**src/rtl/sif_pkg.sv**
```systemverilog
package sif_pkg;
   localparam int COMM_W  = 8;
   localparam int SEL_W   = 3;
   localparam int SEL_LSB = 4;
   localparam int DIR_BIT = 3;
   localparam int CHAN_W  = 3;

   typedef enum logic [1:0] {
      PH_CMD   = 2'd0,
      PH_READ  = 2'd1,
      PH_WRITE = 2'd2
   } phase_e;
endpackage

```
**src/rtl/sif_sync_edge.sv**
```systemverilog
module sif_sync_edge #(
   parameter int STAGES = 2
) (
   input  logic clk,
   input  logic rst_n,
   input  logic sclk_i,
   input  logic sdi_i,
   input  logic csn_i,
   input  logic pol_i,
   output logic smp_stb_o,
   output logic lch_stb_o,
   output logic sdi_o,
   output logic csn_o
);
   localparam int GUARD = STAGES + 1;

   // each stage carries {sclk, sdi, csn}
   logic [2:0]       pipe [STAGES];
   logic             sclk_d;
   logic [GUARD-1:0] arm_q;
   logic             sclk_s, rise, fall, active;

   for (genvar g = 0; g < STAGES; g++) begin : g_stage
      if (g == 0) begin : g_first
         always_ff @(posedge clk or negedge rst_n) begin
            if (!rst_n) pipe[0] <= 3'b001;
            else        pipe[0] <= {sclk_i, sdi_i, csn_i};
         end
      end else begin : g_next
         always_ff @(posedge clk or negedge rst_n) begin
            if (!rst_n) pipe[g] <= 3'b001;
            else        pipe[g] <= pipe[g-1];
         end
      end
   end

   always_ff @(posedge clk or negedge rst_n) begin
      if (!rst_n) begin
         sclk_d <= 1'b0;
         arm_q  <= '0;
      end else begin
         sclk_d <= sclk_s;
         arm_q  <= {arm_q[GUARD-2:0], 1'b1};
      end
   end

   always_comb begin
      sclk_s    = pipe[STAGES-1][2];
      sdi_o     = pipe[STAGES-1][1];
      csn_o     = pipe[STAGES-1][0];
      rise      = sclk_s & ~sclk_d;
      fall      = ~sclk_s & sclk_d;
      active    = arm_q[GUARD-1] & ~csn_o;
      smp_stb_o = active & (pol_i ? rise : fall);
      lch_stb_o = active & (pol_i ? fall : rise);
   end
endmodule

```
**src/rtl/sif_resync.sv**
```systemverilog
module sif_resync #(
   parameter int RUN_LEN = 32
) (
   input  logic clk,
   input  logic rst_n,
   input  logic smp_stb_i,
   input  logic sdi_i,
   input  logic csn_i,
   output logic hit_o
);
   localparam int CW = $clog2(RUN_LEN + 1);

   logic [CW-1:0] run_q;

   always_ff @(posedge clk or negedge rst_n) begin
      if (!rst_n)
         run_q <= '0;
      else if (csn_i)
         run_q <= '0;
      else if (smp_stb_i) begin
         if (!sdi_i)                      run_q <= '0;
         else if (run_q != CW'(RUN_LEN))  run_q <= run_q + 1'b1;
      end
   end

   // this captured one is the RUN_LEN-th (or later) of an unbroken run
   assign hit_o = smp_stb_i & sdi_i & (run_q >= CW'(RUN_LEN - 1));

   p_run_bound_r8: assert property (@(posedge clk) disable iff (!rst_n)
      hit_o |=> (run_q == CW'(RUN_LEN)));
endmodule

```
**src/rtl/sif_frame.sv**
```systemverilog
module sif_frame
   import sif_pkg::*;
#(
   parameter int WIDE_W     = 24,
   parameter int NARROW_W   = 16,
   parameter int DATA_SEL   = 5,
   parameter int CAL_SEL_LO = 6
) (
   input  logic              clk,
   input  logic              rst_n,
   input  logic              smp_stb_i,
   input  logic              lch_stb_i,
   input  logic              sdi_i,
   input  logic              csn_i,
   input  logic              resync_i,
   input  logic              word24_i,
   input  logic              rdy_n_i,
   input  logic [WIDE_W-1:0] rf_rdata_i,
   output logic [SEL_W-1:0]  rf_addr_o,
   output logic [CHAN_W-1:0] rf_chan_o,
   output logic              rf_wr_en_o,
   output logic [WIDE_W-1:0] rf_wdata_o,
   output logic              sdo_o,
   output logic              data_rd_done_o
);
   localparam int CNT_W = $clog2(WIDE_W + 1);

   function automatic logic [CNT_W-1:0] len_of(input logic [SEL_W-1:0] s, input logic w24);
      if (s == SEL_W'(DATA_SEL) || s >= SEL_W'(CAL_SEL_LO))
         return w24 ? CNT_W'(WIDE_W) : CNT_W'(NARROW_W);
      return CNT_W'(COMM_W);
   endfunction

   phase_e              state_q;
   logic [CNT_W-1:0]    cnt_q, plen_q, cnt_next, tx_shift;
   logic [WIDE_W-1:0]   rx_q, rx_next, tx_q, load_val;
   logic [SEL_W-1:0]    sel_q, new_sel;
   logic [CHAN_W-1:0]   chan_q, new_chan;
   logic                dir_q, new_dir, ld_pend_q;
   logic                in_cmd, last_bit, cmd_done, phase_done, cmd_has_data;

   always_comb begin
      rx_next      = {rx_q[WIDE_W-2:0], sdi_i};
      cnt_next     = cnt_q + 1'b1;
      new_sel      = rx_next[SEL_LSB +: SEL_W];
      new_dir      = rx_next[DIR_BIT];
      new_chan     = rx_next[CHAN_W-1:0];
      in_cmd       = (state_q == PH_CMD);
      last_bit     = smp_stb_i && !resync_i &&
                     (cnt_next == (in_cmd ? CNT_W'(COMM_W) : plen_q));
      cmd_done     = last_bit && in_cmd;
      phase_done   = last_bit && !in_cmd;
      cmd_has_data = !(new_sel == '0 && !new_dir);
      tx_shift     = CNT_W'(WIDE_W) - plen_q;
      load_val     = (sel_q == '0) ? WIDE_W'({rdy_n_i, sel_q, dir_q, chan_q}) : rf_rdata_i;
   end

   always_ff @(posedge clk or negedge rst_n) begin
      if (!rst_n) begin
         state_q        <= PH_CMD;
         cnt_q          <= '0;
         plen_q         <= CNT_W'(COMM_W);
         rx_q           <= '0;
         tx_q           <= '0;
         sel_q          <= '0;
         dir_q          <= 1'b0;
         chan_q         <= '0;
         ld_pend_q      <= 1'b0;
         sdo_o          <= 1'b0;
         rf_wr_en_o     <= 1'b0;
         rf_wdata_o     <= '0;
         data_rd_done_o <= 1'b0;
      end else begin
         rf_wr_en_o     <= 1'b0;
         data_rd_done_o <= 1'b0;

         if (resync_i) begin
            state_q <= PH_CMD;
            cnt_q   <= '0;
            rx_q    <= '0;
         end else if (csn_i) begin
            cnt_q <= '0;
            rx_q  <= '0;
            if (state_q == PH_READ) ld_pend_q <= 1'b1;
         end else if (smp_stb_i) begin
            if (last_bit) begin
               cnt_q <= '0;
               rx_q  <= '0;
               if (in_cmd) begin
                  sel_q  <= new_sel;
                  dir_q  <= new_dir;
                  chan_q <= new_chan;
                  plen_q <= len_of(new_sel, word24_i);
                  if (cmd_has_data) begin
                     state_q   <= new_dir ? PH_READ : PH_WRITE;
                     ld_pend_q <= new_dir;
                  end
               end else begin
                  state_q <= PH_CMD;
                  if (state_q == PH_WRITE) begin
                     rf_wr_en_o <= 1'b1;
                     rf_wdata_o <= rx_next;
                  end else if (sel_q == SEL_W'(DATA_SEL)) begin
                     data_rd_done_o <= 1'b1;
                  end
               end
            end else begin
               cnt_q <= cnt_next;
               rx_q  <= rx_next;
            end
         end

         // transmit path: left-align the word one cycle after the address settles
         if (ld_pend_q && state_q == PH_READ && !csn_i) begin
            tx_q      <= load_val << tx_shift;
            ld_pend_q <= 1'b0;
         end else if (lch_stb_i && state_q == PH_READ) begin
            tx_q <= {tx_q[WIDE_W-2:0], 1'b0};
         end

         if (state_q != PH_READ || csn_i) sdo_o <= 1'b0;
         else if (lch_stb_i)              sdo_o <= tx_q[WIDE_W-1];
      end
   end

   assign rf_addr_o = sel_q;
   assign rf_chan_o = chan_q;

   p_resync_home_r8: assert property (@(posedge clk) disable iff (!rst_n)
      resync_i |=> (state_q == PH_CMD && cnt_q == '0));
   p_abort_clear_r7: assert property (@(posedge clk) disable iff (!rst_n)
      csn_i |=> (cnt_q == '0));
   p_wr_return_r3: assert property (@(posedge clk) disable iff (!rst_n)
      rf_wr_en_o |-> (state_q == PH_CMD && !$past(rf_wr_en_o)));
   p_wr_single_r4: assert property (@(posedge clk) disable iff (!rst_n)
      rf_wr_en_o |=> !rf_wr_en_o);
   p_len_bound_r4: assert property (@(posedge clk) disable iff (!rst_n)
      (state_q != PH_CMD) |-> (cnt_q < plen_q));
endmodule

```
**src/rtl/sif_ctrl_top.sv**
```systemverilog
module sif_ctrl_top
   import sif_pkg::*;
#(
   parameter int WIDE_W      = 24,
   parameter int NARROW_W    = 16,
   parameter int SYNC_STAGES = 2,
   parameter int RUN_LEN     = 32,
   parameter int DATA_SEL    = 5,
   parameter int CAL_SEL_LO  = 6
) (
   input  logic              clk,
   input  logic              rst_n,
   input  logic              csn_i,
   input  logic              sclk_i,
   input  logic              sdi_i,
   input  logic              pol_i,
   output logic              sdo_o,
   output logic              rdy_n_o,
   input  logic              word24_i,
   input  logic              upd_soon_i,
   input  logic              upd_done_i,
   output logic [2:0]        rf_addr_o,
   output logic [2:0]        rf_chan_o,
   output logic              rf_wr_en_o,
   output logic [WIDE_W-1:0] rf_wdata_o,
   input  logic [WIDE_W-1:0] rf_rdata_i
);
   if (COMM_W != 2 + SEL_W + CHAN_W) begin : g_bad_fmt
      $error("command byte fields do not fill the command register");
   end
   if (NARROW_W < COMM_W || WIDE_W <= NARROW_W) begin : g_bad_width
      $error("need COMM_W <= NARROW_W < WIDE_W");
   end
   if (SYNC_STAGES < 2) begin : g_bad_sync
      $error("SYNC_STAGES must be at least 2");
   end
   if (RUN_LEN < 2) begin : g_bad_run
      $error("RUN_LEN must be at least 2");
   end
   if (DATA_SEL < 1 || DATA_SEL >= (1 << SEL_W) || CAL_SEL_LO >= (1 << SEL_W)) begin : g_bad_sel
      $error("register selects out of range");
   end

   logic smp_stb, lch_stb, sdi_s, csn_s, resync, data_rd_done;

   sif_sync_edge #(.STAGES(SYNC_STAGES)) u_sync (
      .clk       (clk),
      .rst_n     (rst_n),
      .sclk_i    (sclk_i),
      .sdi_i     (sdi_i),
      .csn_i     (csn_i),
      .pol_i     (pol_i),
      .smp_stb_o (smp_stb),
      .lch_stb_o (lch_stb),
      .sdi_o     (sdi_s),
      .csn_o     (csn_s)
   );

   sif_resync #(.RUN_LEN(RUN_LEN)) u_resync (
      .clk       (clk),
      .rst_n     (rst_n),
      .smp_stb_i (smp_stb),
      .sdi_i     (sdi_s),
      .csn_i     (csn_s),
      .hit_o     (resync)
   );

   sif_frame #(
      .WIDE_W     (WIDE_W),
      .NARROW_W   (NARROW_W),
      .DATA_SEL   (DATA_SEL),
      .CAL_SEL_LO (CAL_SEL_LO)
   ) u_frame (
      .clk            (clk),
      .rst_n          (rst_n),
      .smp_stb_i      (smp_stb),
      .lch_stb_i      (lch_stb),
      .sdi_i          (sdi_s),
      .csn_i          (csn_s),
      .resync_i       (resync),
      .word24_i       (word24_i),
      .rdy_n_i        (rdy_n_o),
      .rf_rdata_i     (rf_rdata_i),
      .rf_addr_o      (rf_addr_o),
      .rf_chan_o      (rf_chan_o),
      .rf_wr_en_o     (rf_wr_en_o),
      .rf_wdata_o     (rf_wdata_o),
      .sdo_o          (sdo_o),
      .data_rd_done_o (data_rd_done)
   );

   // data-ready flag: a new result wins over a clearing event in the same cycle
   always_ff @(posedge clk or negedge rst_n) begin
      if (!rst_n)                          rdy_n_o <= 1'b1;
      else if (upd_done_i)                 rdy_n_o <= 1'b0;
      else if (upd_soon_i || data_rd_done) rdy_n_o <= 1'b1;
   end

   p_rdy_new_r9: assert property (@(posedge clk) disable iff (!rst_n)
      upd_done_i |=> !rdy_n_o);
   p_rdy_soon_r9: assert property (@(posedge clk) disable iff (!rst_n)
      (upd_soon_i && !upd_done_i) |=> rdy_n_o);
   p_rdy_read_r9: assert property (@(posedge clk) disable iff (!rst_n)
      (data_rd_done && !upd_done_i) |=> rdy_n_o);
endmodule

```
**config.mk**
```make
export PLATFORM = sky130hd
export DESIGN_NAME = sif_ctrl_top
export DESIGN_NICKNAME = d
export VERILOG_FILES = /design/src/rtl/sif_pkg.sv /design/src/rtl/sif_sync_edge.sv /design/src/rtl/sif_resync.sv /design/src/rtl/sif_frame.sv /design/src/rtl/sif_ctrl_top.sv
export SDC_FILE = /design/constraint.sdc
export NUM_CORES = 1
export LEC_CHECK = 0
export CELL_PAD_IN_SITES_DETAIL_PLACEMENT = 1
export CELL_PAD_IN_SITES_GLOBAL_PLACEMENT = 2
export CORE_MARGIN = 1
export CORE_UTILIZATION = 33
export CTS_CLUSTER_DIAMETER = 200
export CTS_CLUSTER_SIZE = 25
export DETAILED_ROUTE_END_ITERATION = 8
export GPL_TIMING_DRIVEN = 0
export PLACE_DENSITY = 0.76
export SYNTH_ARGS = -nofsm -noshare
export SYNTH_HDL_FRONTEND = slang
export SYNTH_SLANG_ARGS = --single-unit
```
**constraint.sdc**
```tcl
create_clock -name clk -period 2.2 [get_ports clk]
set_input_delay 0.44 -clock clk [delete_from_list [all_inputs] [get_ports clk]]
set_output_delay 0.44 -clock clk [all_outputs]
set_load 0.03 [all_outputs]
```
==> metrics.txt, run 1 <==
final setup margin -104 ps; share of layout cells above drive strength 1 18.3%; clk sinks 108; FFs w/ async S/R, synth 100%; fillers 1541; crit path launch u_frame.cnt_q[0]$_DFFE_PN0P_; H-tree Lvls 3; reg2reg start u_frame.cnt_q[0]$_DFFE_PN0P_; Worst Setup EP u_frame.rf_wdata_o[20]$_DFFE_PN0P_; Final Hold Vio Count 0; Global Route Usage Sum 18.4%; Post-Synthesis Cells 412; Final #Nets 540; Ports 66; Max Root-Sink Buffers 2; I/O Buffers 65; # diodes 0; synth unique cells 48; Slew @ Worst Pin 867 ps; core area 14100 sq um; Psw 0.000940 W; Die W 123 um; combinational power share 5.7%; Post-synth top flop dfrtp_1; final setup fails 36; clock-pin transition on the worst setup and hold timing paths 80 ps; Initial Util 34.4%; Clock power frac 41.3%; CTS tree built; leakage 2.82 nW; CP Max Fanout 10; DRT iter0 DRCs 192; final design utilization 44.9%; top cell type's share of synthesized area 53.6%; reg2reg path depth 8; Synth area leaders dfrtp_1 (54%), mux2i_1 (6.4%), a22o_1 (5.1%), mux2_1 (4.4%), mux2_2 (2.8%); maxcap violations 0; placer congestion estimate 0.792; Worst Setup End Kind flop; Period minus WS final 2300 ps; Num CTS Buffers 9; failing checks negative setup slack; startpoint types flop; Achievable Freq 0.434 GHz; Max Clock Skew 6.97 ps; FF+latch count, synth 108; CP Class flop to flop; Detail Route Antenna Nets 0; post-synthesis sequential area ratio 55.8%; unrepaired setup endpoints after global routing yes; first-pass GRT wire length 21400 um; vias in the first global route 4037; most frequent cell after synthesis dfrtp_1; run status finished with violations; vias per std cell 5.33; grt total ovfl 0; drt drc 0; Cells after DPL 658; Avg WL per Cell 18.7 um; worst hold path type input port to asynchronous set/reset pin; Non-Filler Instances 688; synth warn 0; Slew Limit Fails 0; Reg area 2710 sq um; reg2reg setup slack -100 ps; die area 15200 sq um; WL final 12900 um; pre-CTS WS -790 ps; CP required 2440 ps; PD cells 606 nW/um^2; switching fraction of total power 24.5%; antenna violations before repair 0; largest net degree at the start of global routing 60; WHS 111 ps; Layout Area Growth over Synthesis 30.5%; clk_lat worst skew 360 ps; Seq pwr share 53.0%; RR Endpoint u_frame.rf_wdata_o[20]$_DFFE_PN0P_; CTS root buf clkbuf_16; period utilisation layout 105%; drt first pass iters 6; WP data arrival 2540 ps; number of synthesized flops with an enable pin 0; Post-Syn Nets 449; Die Y 123 um; vias 3665; area of the multi-input gates 2130 sq um; Row Count 43; Commonest cells post-synth dfrtp_1 (104), mux2i_1 (31), a22o_1 (28); Int Pwr 0.00290 W; hpwl dp 8820 um; largest area contributor in the synthesized netlist dfrtp_1; Mean Syn Cell Area 11.8 sq um; Max-slew headroom 41.7%; Worst IR Drop VDD 0.555 mV; mapped cell area 4850 sq um
[power groups by stage]
stage / Combinational, W / Sequential, W / Clock, W
5_1_grt: 0.000244 / 0.00204 / 0.00172
3_3_place_gp: 0.000198 / 0.00207 / 0
2_1_floorplan: 0.0000686 / 0.00207 / 0
6_report: 0.000220 / 0.00203 / 0.00159
4_1_cts: 0.000219 / 0.00203 / 0.00164
3_5_place_dp: 0.000209 / 0.00207 / 0
[logic make-up (layout without fill, tap and decap cells)]
kind of cell	count (synthesis)	in the layout	share of synthesized area, %
AO/OA/AOI/OAI	94	94	14.1
XOR/XNOR	2	2	0.954
adder cells (fa/ha/maj)	4	4	1.03
buffers and inverters	30	126	2.53
flip-flops	108	108	55.8
multiplexers	62	62	13.6
other	1	1	0.0773
AND/OR/NAND/NOR	111	111	11.9
[through the flow]
stage	power (W)	area (sq um)	TNS [ps]
after floorplan	0.00214	4900	-380
after detailed placement	0.00228	5800	-51480
after global placement	0.00227	5780	-423030
after global routing	0.00400	6330	-8860
final	0.00384	6330	-2120
after CTS	0.00389	6240	-2360
[final cells by class]
cell class,instances,share of cell area [%]
Buffer,22,2.47
Clock buffer,9,3.56
Clock inverter,7,0.889
Inverter,7,0.415
Multi-Input combinational cell,274,33.6
Sequential cell,108,42.8
Tap cell,180,3.56
Timing Repair Buffer,81,12.7
[worst min path at each step]
stage | endpoint | cells after the start
final | u_frame.tx_q[14]$_DFFE_PN0P_ | 1
after global routing | u_frame.tx_q[14]$_DFFE_PN0P_ | 1
after CTS | u_frame.tx_q[14]$_DFFE_PN0P_ | 1
after detailed placement | u_sync.arm_q[1]$_DFF_PN0_ | 0
after global placement | u_sync.arm_q[2]$_DFF_PN0_ | 0
after floorplan | u_frame.cnt_q[0]$_DFFE_PN0P_ | 0
[registers in the layout (all words and copies together) (netlist names)]
name                    flops
u_frame.ld_pend_q           1
u_frame.rf_wr_en_o          1
u_frame.data_rd_done_o      1
u_frame.rf_wdata_o         24
u_frame.state_q             2
u_frame.dir_q               1
u_sync.arm_q                3
u_frame.rf_addr_o           3
u_sync.sclk_d               1
u_sync.csn_o                1
u_frame.rf_chan_o           3
u_frame.tx_q               24
u_frame.sdo_o               1
rdy_n_o                     1
u_resync.run_q              6
u_frame.cnt_q               5
u_frame.rx_q               23
u_sync.sdi_o                1
u_sync.pipe                 4
u_frame.plen_q              2
[routing by layer]
metal  GRT usage (%)  up-vias  part of all wire, %
met5               0        -                    0
met4            4.82        0                  1.3
met3            5.12       12                  4.0
met2            30.0       58                   48
met1            24.0     1890                   47
li1                -     1705                    -
[cell usage in the layout (no fill, tap or decap), drive strengths merged, types with 6 or more instances in the layout]
cell type      netlist  final
buf                  9     26
mux2                31     31
clkbuf              14     22
o21ai               13     13
o31ai                6      6
nand3               10     10
nor2b                6      6
nand2b               6      6
a22o                28     28
nand2               26     26
a21oi                6      6
a2bb2oi              7      7
nor3                16     16
clkdlybuf4s50        0     64
mux2i               31     31
inv                  7     11
o22ai               12     12
dfrtp              104    104
nor2                24     24
a31oi               14     14
[repair_timing]
| item | CTS | global route |
|---|---|---|
| pin swaps | 4 | 5 |
| hold buffers | 0 | 0 |
| endpoints found under the setup margin | 83 | 81 |
| cloned | 0 | 2 |
| setup buffers | 9 | 4 |
| gates resized for setup | 26 | 25 |
[worst max-delay path: stages, from the launching register on]
cell	delay, ps
dfrtp_1	420
ha_2	200
nor2b_4	130
or3b_4	380
nor4b_4	260
buf_6	160
nand4_4	130
buf_6	190
mux2_1	310
No activity file was read; power rests on OpenSTA's default activity.
==> run 2, diff against run 1 <==
Settings changed: CORE_UTILIZATION 33 to 39, PLACE_DENSITY 0.76 to 0.84.
Clock period 2.2 ns to 3 ns, I/O delays scaled along.
==> run 2 against run 1 <==
Against the previous run: the flow now finishes without violations; clock skew rose by 1.6 ps; hold slack improved by 160 ps; non-clock buffer count fell by 14; first-iteration DRC count fell by 2.6%; count of clock-buffer cells in the layout rose by 3; via count fell by 3.4%; critical endpoint is now u_frame.rf_wdata_o[22]$_DFFE_PN0P_; largest power group unchanged.
==> metrics.txt, run 2 (synthesis results as in run 1) <==
run status finished clean; Cells after DPL 646 (-1.8%); post-cts resize count 0 (-100%); period utilisation layout 91.5%; Max-slew headroom 39.1% (-2.7 points); vias per std cell 5.35 (+0.38%); core area 12100 sq um (-14%); Die W 114 um (-7.9%); max incr delay on CP 460 ps (+40 ps); Final Hold Vio Count 0 (unchanged); WP data arrival 2980 ps (+440 ps); H-tree Lvls 3 (unchanged); CP required 3230 ps (+790 ps); CP Class input port to flop; wl on met1 5530 um (-7.6%); clk_lat worst skew 350 ps (about the same); Psw 0.000630 W (-33%); placer congestion estimate 0.795 (+0.38%); vias in the first global route 3857 (-4.5%); largest registers u_frame.rf_wdata_o x24, u_frame.tx_q x24, u_frame.rx_q x23; Max Clock Skew 8.55 ps (+1.58 ps); fin area 6040 sq um (-4.6%); Clock power frac 42.5% (+1.2 points); drt drc 0 (unchanged); met2 WL post-DR 5760 um (-7.0%); hpwl dp 8610 um (-2.4%); Worst IR Drop VDD 0.258 mV (-53%); Max Root-Sink Buffers 2 (unchanged); Non-Filler Instances 662 (-3.8%); share of layout cells above drive strength 1 9.72% (-8.6 points); first-pass GRT wire length 20200 um (-5.7%); antenna violations before repair 0 (unchanged); Die Y 114 um (-7.9%); PD cells 472 nW/um^2 (-22%); Avg WL per Cell 18.1 um (-2.9%); I/O Buffers 65 (unchanged); slowest CP cell clkdlybuf4s50_1; commonest non-fill, non-tap cell in the layout dfrtp_1; placed inst area 5740 sq um (-1.1%); WL final 12000 um (-6.5%); CP Max Fanout 10 (unchanged); reg2reg setup slack 280 ps (+380 ps); unrepaired setup endpoints after global routing no; Seq pwr share 52.4% (-0.6 points); max layer used met4; clk sinks 108 (unchanged); Met3 Routed Length 502 um (-2.1%); Slew @ Worst Pin 907 ps (+40.0 ps); Hold-fix buffers, CTS 0 (unchanged); CP cell instances clkdlybuf4s50_1 > nor3b_1 > o221ai_2 > nor4b_4 > nand4_2 > buf_2 > mux2_1; worst hold path type input port to asynchronous set/reset pin; Period minus WS final 2750 ps; leakage 2.68 nW (-4.9%); clock-pin transition on the worst setup and hold timing paths 70 ps (about the same); CTS tree built; maxcap violations 0 (unchanged); Layout Area Growth over Synthesis 24.5%; Post-CTS Setup Bufs 0 (-9); Worst Setup End Kind flop; final setup fails 0 (-100%); vias 3540 (-3.4%); DRT iter0 DRCs 187 (-2.6%); switching fraction of total power 22.1% (-2.4 points); drt first pass iters 4 (-2); startpoint types input port; Detail Route Antenna Nets 0 (unchanged); commonest cells after routing, fill and taps aside dfrtp_1 (104), clkdlybuf4s50_1 (64), mux2i_1 (31); Ports 66 (unchanged); combinational power share 5.2% (-0.5 points); Achievable Freq 0.364 GHz; largest net degree at the start of global routing 60 (unchanged); Final #Nets 526 (-2.6%); final design utilization 50.1% (+5.2 points); WHS 273 ps (+162 ps); Row Count 40 (-7.0%); total power 0.00285 W (-26%); RR Endpoint u_frame.rf_wdata_o[22]$_DFFE_PN0P_; # diodes 0 (unchanged); Slew Limit Fails 0 (unchanged); grt total ovfl 0 (unchanged); CTS root buf clkbuf_16; Int Pwr 0.00222 W (-23%); reg2reg path depth 7 (-1); Global Route Usage Sum 20.2% (+1.8 points); Num CTS Buffers 9 (unchanged); die area 12900 sq um (-15%); Initial Util 40.2% (+5.8 points); reg2reg start u_frame.cnt_q[0]$_DFFE_PN0P_
==> run 2: changes by cell type in the layout (fill, tap and decap cells not counted), moves of 4 or more <==
cell | previous run | this run
clkbuf_1 | 8 | 16
buf_4 | 11 | 1
mux2_4 | 9 | 0
buf_2 | 3 | 8
mux2_1 | 10 | 19
clkbuf_2 | 4 | 0
buf_6 | 8 | 0
==> run 2: area by class of cell <==
type	count	area, sq um
Tap cell	168	210
Inverter	7	26.3
Clock inverter	4	56.3
Fill cell	1304	6020
Multi-Input combinational cell	274	2020
Clock buffer	12	246
Timing Repair Buffer	66	676
Buffer	23	96.3
Sequential cell	108	2710
==> run 2: worst max path at each step <==
stage / start / end / slack, ps / cells past startpoint
after floorplan: u_frame.cnt_q[0]$_DFFE_PN0P_ / u_frame.rf_wdata_o[10]$_DFFE_PN0P_ / 580 / 7
after global placement: rst_n / u_frame.rf_wdata_o[10]$_DFFE_PN0P_ / -2820 / 1
after detailed placement: pol_i / u_frame.rf_wdata_o[13]$_DFFE_PN0P_ / -150 / 7
after CTS: pol_i / u_frame.rf_wdata_o[22]$_DFFE_PN0P_ / 200 / 7
after global routing: pol_i / u_frame.rf_wdata_o[22]$_DFFE_PN0P_ / 40 / 7
final: pol_i / u_frame.rf_wdata_o[22]$_DFFE_PN0P_ / 250 / 7
==> run 2: routing by layer <==
layer	up-vias	track usage, %
met5	-	0
li1	1671	-
met1	1793	26.1
met3	15	5.05
met2	61	32.8
met4	0	7.63
==> run 2: per-stage QoR <==
step / setup slack, ps / TNS, ps
2_1_floorplan: 581 / 0
3_3_place_gp: -2820 / -301190
3_5_place_dp: -147 / -3410
4_1_cts: 202 / 0
5_1_grt: 43.2 / 0
6_report: 255 / 0
==> run 2: critical path: cells and delay by family <==
family	cells	cell delay (ps)
compound gates	1	250
simple gates	3	1030
buf+inv	2	750
mux	1	340
==> run 2: power by group through the flow <==
stage                     sequential, W  clock, W  combinational [W]
final                           0.00149   0.00121           0.000148
after global routing            0.00149   0.00130           0.000166
after CTS                       0.00149   0.00124           0.000151
after detailed placement        0.00152         0           0.000150
after global placement          0.00152         0           0.000143
after floorplan                 0.00152         0          0.0000500
==> run 3, diff against run 2 <==
Settings changed: ABC_AREA from default to 1, CORE_UTILIZATION 39 to 36, PLACE_DENSITY 0.84 to 0.85, RECOVER_POWER from default to 25, SETUP_SLACK_MARGIN from default to 0.3.
==> run 3 against run 2 <==
Against the previous run: cell area rose by 3.2%; sequential cell count did not move; global-route usage rose by 0.71 points; count of clock-buffer cells in the layout fell by 1; power fell by 0.55%; synthesized area rose by 4.2%; critical path depth rose by 4; critical endpoint is now u_frame.rf_wdata_o[8]$_DFFE_PN0P_.
==> metrics.txt, run 3 <==
Final #Nets 706 (+34%); largest net degree at the start of global routing 62 (+3.3%); Period minus WS final 2320 ps (-425 ps); post-synthesis sequential area ratio 53.6% (-2.2 points); # diodes 0 (unchanged); hold path startpoint u_sync.arm_q[1]$_DFF_PN0_; Max-slew headroom 14.4% (-25 points); end of the worst hold path u_sync.arm_q[2]$_DFF_PN0_; Post-CTS Setup Bufs 0 (unchanged); Max Clock Skew 7.99 ps (-0.557 ps); Achievable Freq 0.431 GHz (+18%); vias 4372 (+24%); Post-Synthesis Cells 592 (+44%); antenna violations before repair 0 (unchanged); clk sinks 108 (unchanged); Mean Syn Cell Area 8.54 sq um (-28%); CP required 3210 ps (-20 ps); CP cell instances clkdlybuf4s50_1 > nand3_1 > nand2_1 > nand2_4 > nor2_4 > nor2_2 > nand3_4 > inv_4 > nand2_4 > clkbuf_1 > o21ai_0; largest area contributor in the synthesized netlist dfrtp_1; Worst Hold Depth 0; synth unique cells 39 (-19%); Final Hold Vio Count 0 (unchanged); run status finished clean; Global Route Usage Sum 20.9% (+0.71 points); DRT iter0 DRCs 198 (+5.9%); Worst Setup End Kind flop; vias per std cell 5.15 (-3.7%); FFs w/ async S/R, synth 100% (unchanged); largest registers u_frame.rf_wdata_o x24, u_frame.tx_q x24, u_frame.rx_q x23; leakage 2.77 nW (+3.1%); post-cts resize count 0 (unchanged); Max Root-Sink Buffers 2 (unchanged); I/O Buffers 65 (unchanged); vias in the first global route 4684 (+21%); Worst IR Drop VDD 0.293 mV (+13%); Row Count 42 (+5.0%); Hold-fix buffers, CTS 0 (unchanged); commonest non-fill, non-tap cell in the layout nand2_1; commonest cells after routing, fill and taps aside nand2_1 (122), dfrtp_1 (104), o21ai_0 (71); FF+latch count, synth 108 (unchanged); max incr delay on CP 500 ps (+40 ps); pre-CTS WS 309 ps (+457 ps); Avg WL per Cell 16.5 um (-9.2%); reg2reg start u_frame.cnt_q[0]$_DFFE_PN0P_; drt first pass iters 4 (unchanged); CTS root buf clkbuf_16; Post-synth top flop dfrtp_1; synth warn 0 (unchanged); startpoint types input port; CTS tree built; clk_lat worst skew 350 ps (about the same); mapped cell area 5050 sq um (+4.2%); Commonest cells post-synth nand2_1 (122), dfrtp_1 (104), o21ai_0 (71); Detail Route Antenna Nets 0 (unchanged); Initial Util 37.6% (-2.7 points); drt drc 0 (unchanged); Slew @ Worst Pin 1280 ps (+377 ps); final setup fails 0 (unchanged); hpwl dp 10200 um (+19%); number of synthesized flops with an enable pin 0 (unchanged); Num CTS Buffers 9 (unchanged); Synth area leaders dfrtp_1 (51%), nand2_1 (9.1%), o21ai_0 (7.0%), inv_1 (4.7%), nand3_1 (4.7%); Layout Area Growth over Synthesis 23.3%; worst hold path type flop to flop; die area 14500 sq um (+13%); maxcap violations 0 (unchanged); core area 13500 sq um (+12%); Die Y 120 um (+6.1%); grt total ovfl 0 (unchanged); first-pass GRT wire length 23600 um (+17%); Slew Limit Fails 0 (unchanged); WL final 14000 um (+16%); Ports 66 (unchanged); WHS 351 ps (+77.4 ps); reg2reg path depth 11 (+4); final setup margin 680 ps (+425 ps); total power 0.00283 W (-0.55%); most frequent cell after synthesis nand2_1; Die W 120 um (+6.1%); WP data arrival 2530 ps (-450 ps); PD cells 455 nW/um^2 (-3.6%); CP Max Fanout 10 (unchanged); share of layout cells above drive strength 1 9.21% (-0.50 points); CP Class input port to flop; Post-Syn Nets 629 (+40%); placer congestion estimate 0.819 (+3.0%); H-tree Lvls 3 (unchanged); period utilisation layout 77.3% (-14 points); top cell type's share of synthesized area 51.5% (-2.1 points); reg2reg setup slack 800 ps (+520 ps); fillers 1631 (+25%); slowest CP cell clkdlybuf4s50_1; CP most frequent cell nand2_4; RR Endpoint u_frame.rf_wdata_o[8]$_DFFE_PN0P_; final design utilization 46.3% (-3.8 points); clock-pin transition on the worst setup and hold timing paths 70 ps (about the same); unrepaired setup endpoints after global routing no
## run 3: changes by cell type in the layout (fill, tap and decap cells not counted), moves of 12 or more
cell,before,now
a31oi_1,14,0
nor3_1,16,4
a22o_1,28,0
o22ai_1,12,28
mux2i_1,31,0
o21ai_0,13,71
mux2_1,19,0
nand3_1,10,47
mux2_2,12,0
nand2_1,26,122
inv_1,7,63
a21oi_1,6,22
## run 3: worst max-delay path by stage
stage / start / end / cells after the start
after floorplan: u_frame.cnt_q[0]$_DFFE_PN0P_ / u_frame.rf_wdata_o[18]$_DFFE_PN0P_ / 13
after global routing: pol_i / u_frame.rf_wdata_o[13]$_DFFE_PN0P_ / 12
after CTS: pol_i / u_frame.rf_wdata_o[8]$_DFFE_PN0P_ / 11
after detailed placement: pol_i / u_frame.rf_wdata_o[8]$_DFFE_PN0P_ / 11
after global placement: rst_n / u_frame.rf_wdata_o[11]$_DFFE_PN0P_ / 1
final: pol_i / u_frame.rf_wdata_o[8]$_DFFE_PN0P_ / 11
## run 3: per-stage QoR
step	std cells	cell area [sq um]	TNS, ps
final	849	6230	0
after floorplan	592	5050	0
after detailed placement	834	5950	0
after global routing	849	6230	0
after CTS	849	6230	0
after global placement	833	5920	-310730
## run 3: kinds of logic after synthesis
group                    Yosys count  synth area share (%)
other                              1                0.0742
AO/OA/AOI/OAI                    151                  16.9
flip-flops                       108                  53.6
adder cells (fa/ha/maj)            4                 0.990
buffers and inverters             98                  7.92
XOR/XNOR                           2                 0.347
AND/OR/NAND/NOR                  228                  20.2
## run 3: where the power goes
part           switching, W  leakage, nW  total [W]  internal, W
Sequential        0.0000201         1.40    0.00150      0.00148
Clock              0.000546        0.134    0.00115     0.000609
Combinational      0.000111         1.23   0.000181    0.0000693
Total              0.000677         2.77    0.00283      0.00216
## run 3: final cells by class
class | instances | area (sq um) | share of cell area, %
multi-input cells | 386 | 1950 | 31.2
flip-flops and latches | 108 | 2710 | 43.4
repair buffers | 66 | 673 | 10.8
plain buffers | 27 | 131 | 2.11
clock inverters | 4 | 32.5 | 0.522
inverters | 71 | 269 | 4.32
clock buffers | 11 | 253 | 4.06
well taps | 176 | 220 | 3.53
## run 3: critical path: cells and delay by family
kind            cells  cell delay [ps]
compound gates      1              160
buf+inv             3              940
simple gates        7              810
## run 3: per-layer routing
| layer | GRT usage, % | part of all wire (%) | wire [um] | vias up |
|---|---|---|---|---|
| met5 | 0 | 0 | 0 | - |
| met2 | 33.9 | 47 | 6640 | 70 |
| met3 | 3.02 | 4.2 | 582 | 8 |
| met1 | 28.9 | 47 | 6630 | 2165 |
| li1 | - | - | - | 2129 |
| met4 | 6.48 | 0.97 | 136 | 0 |
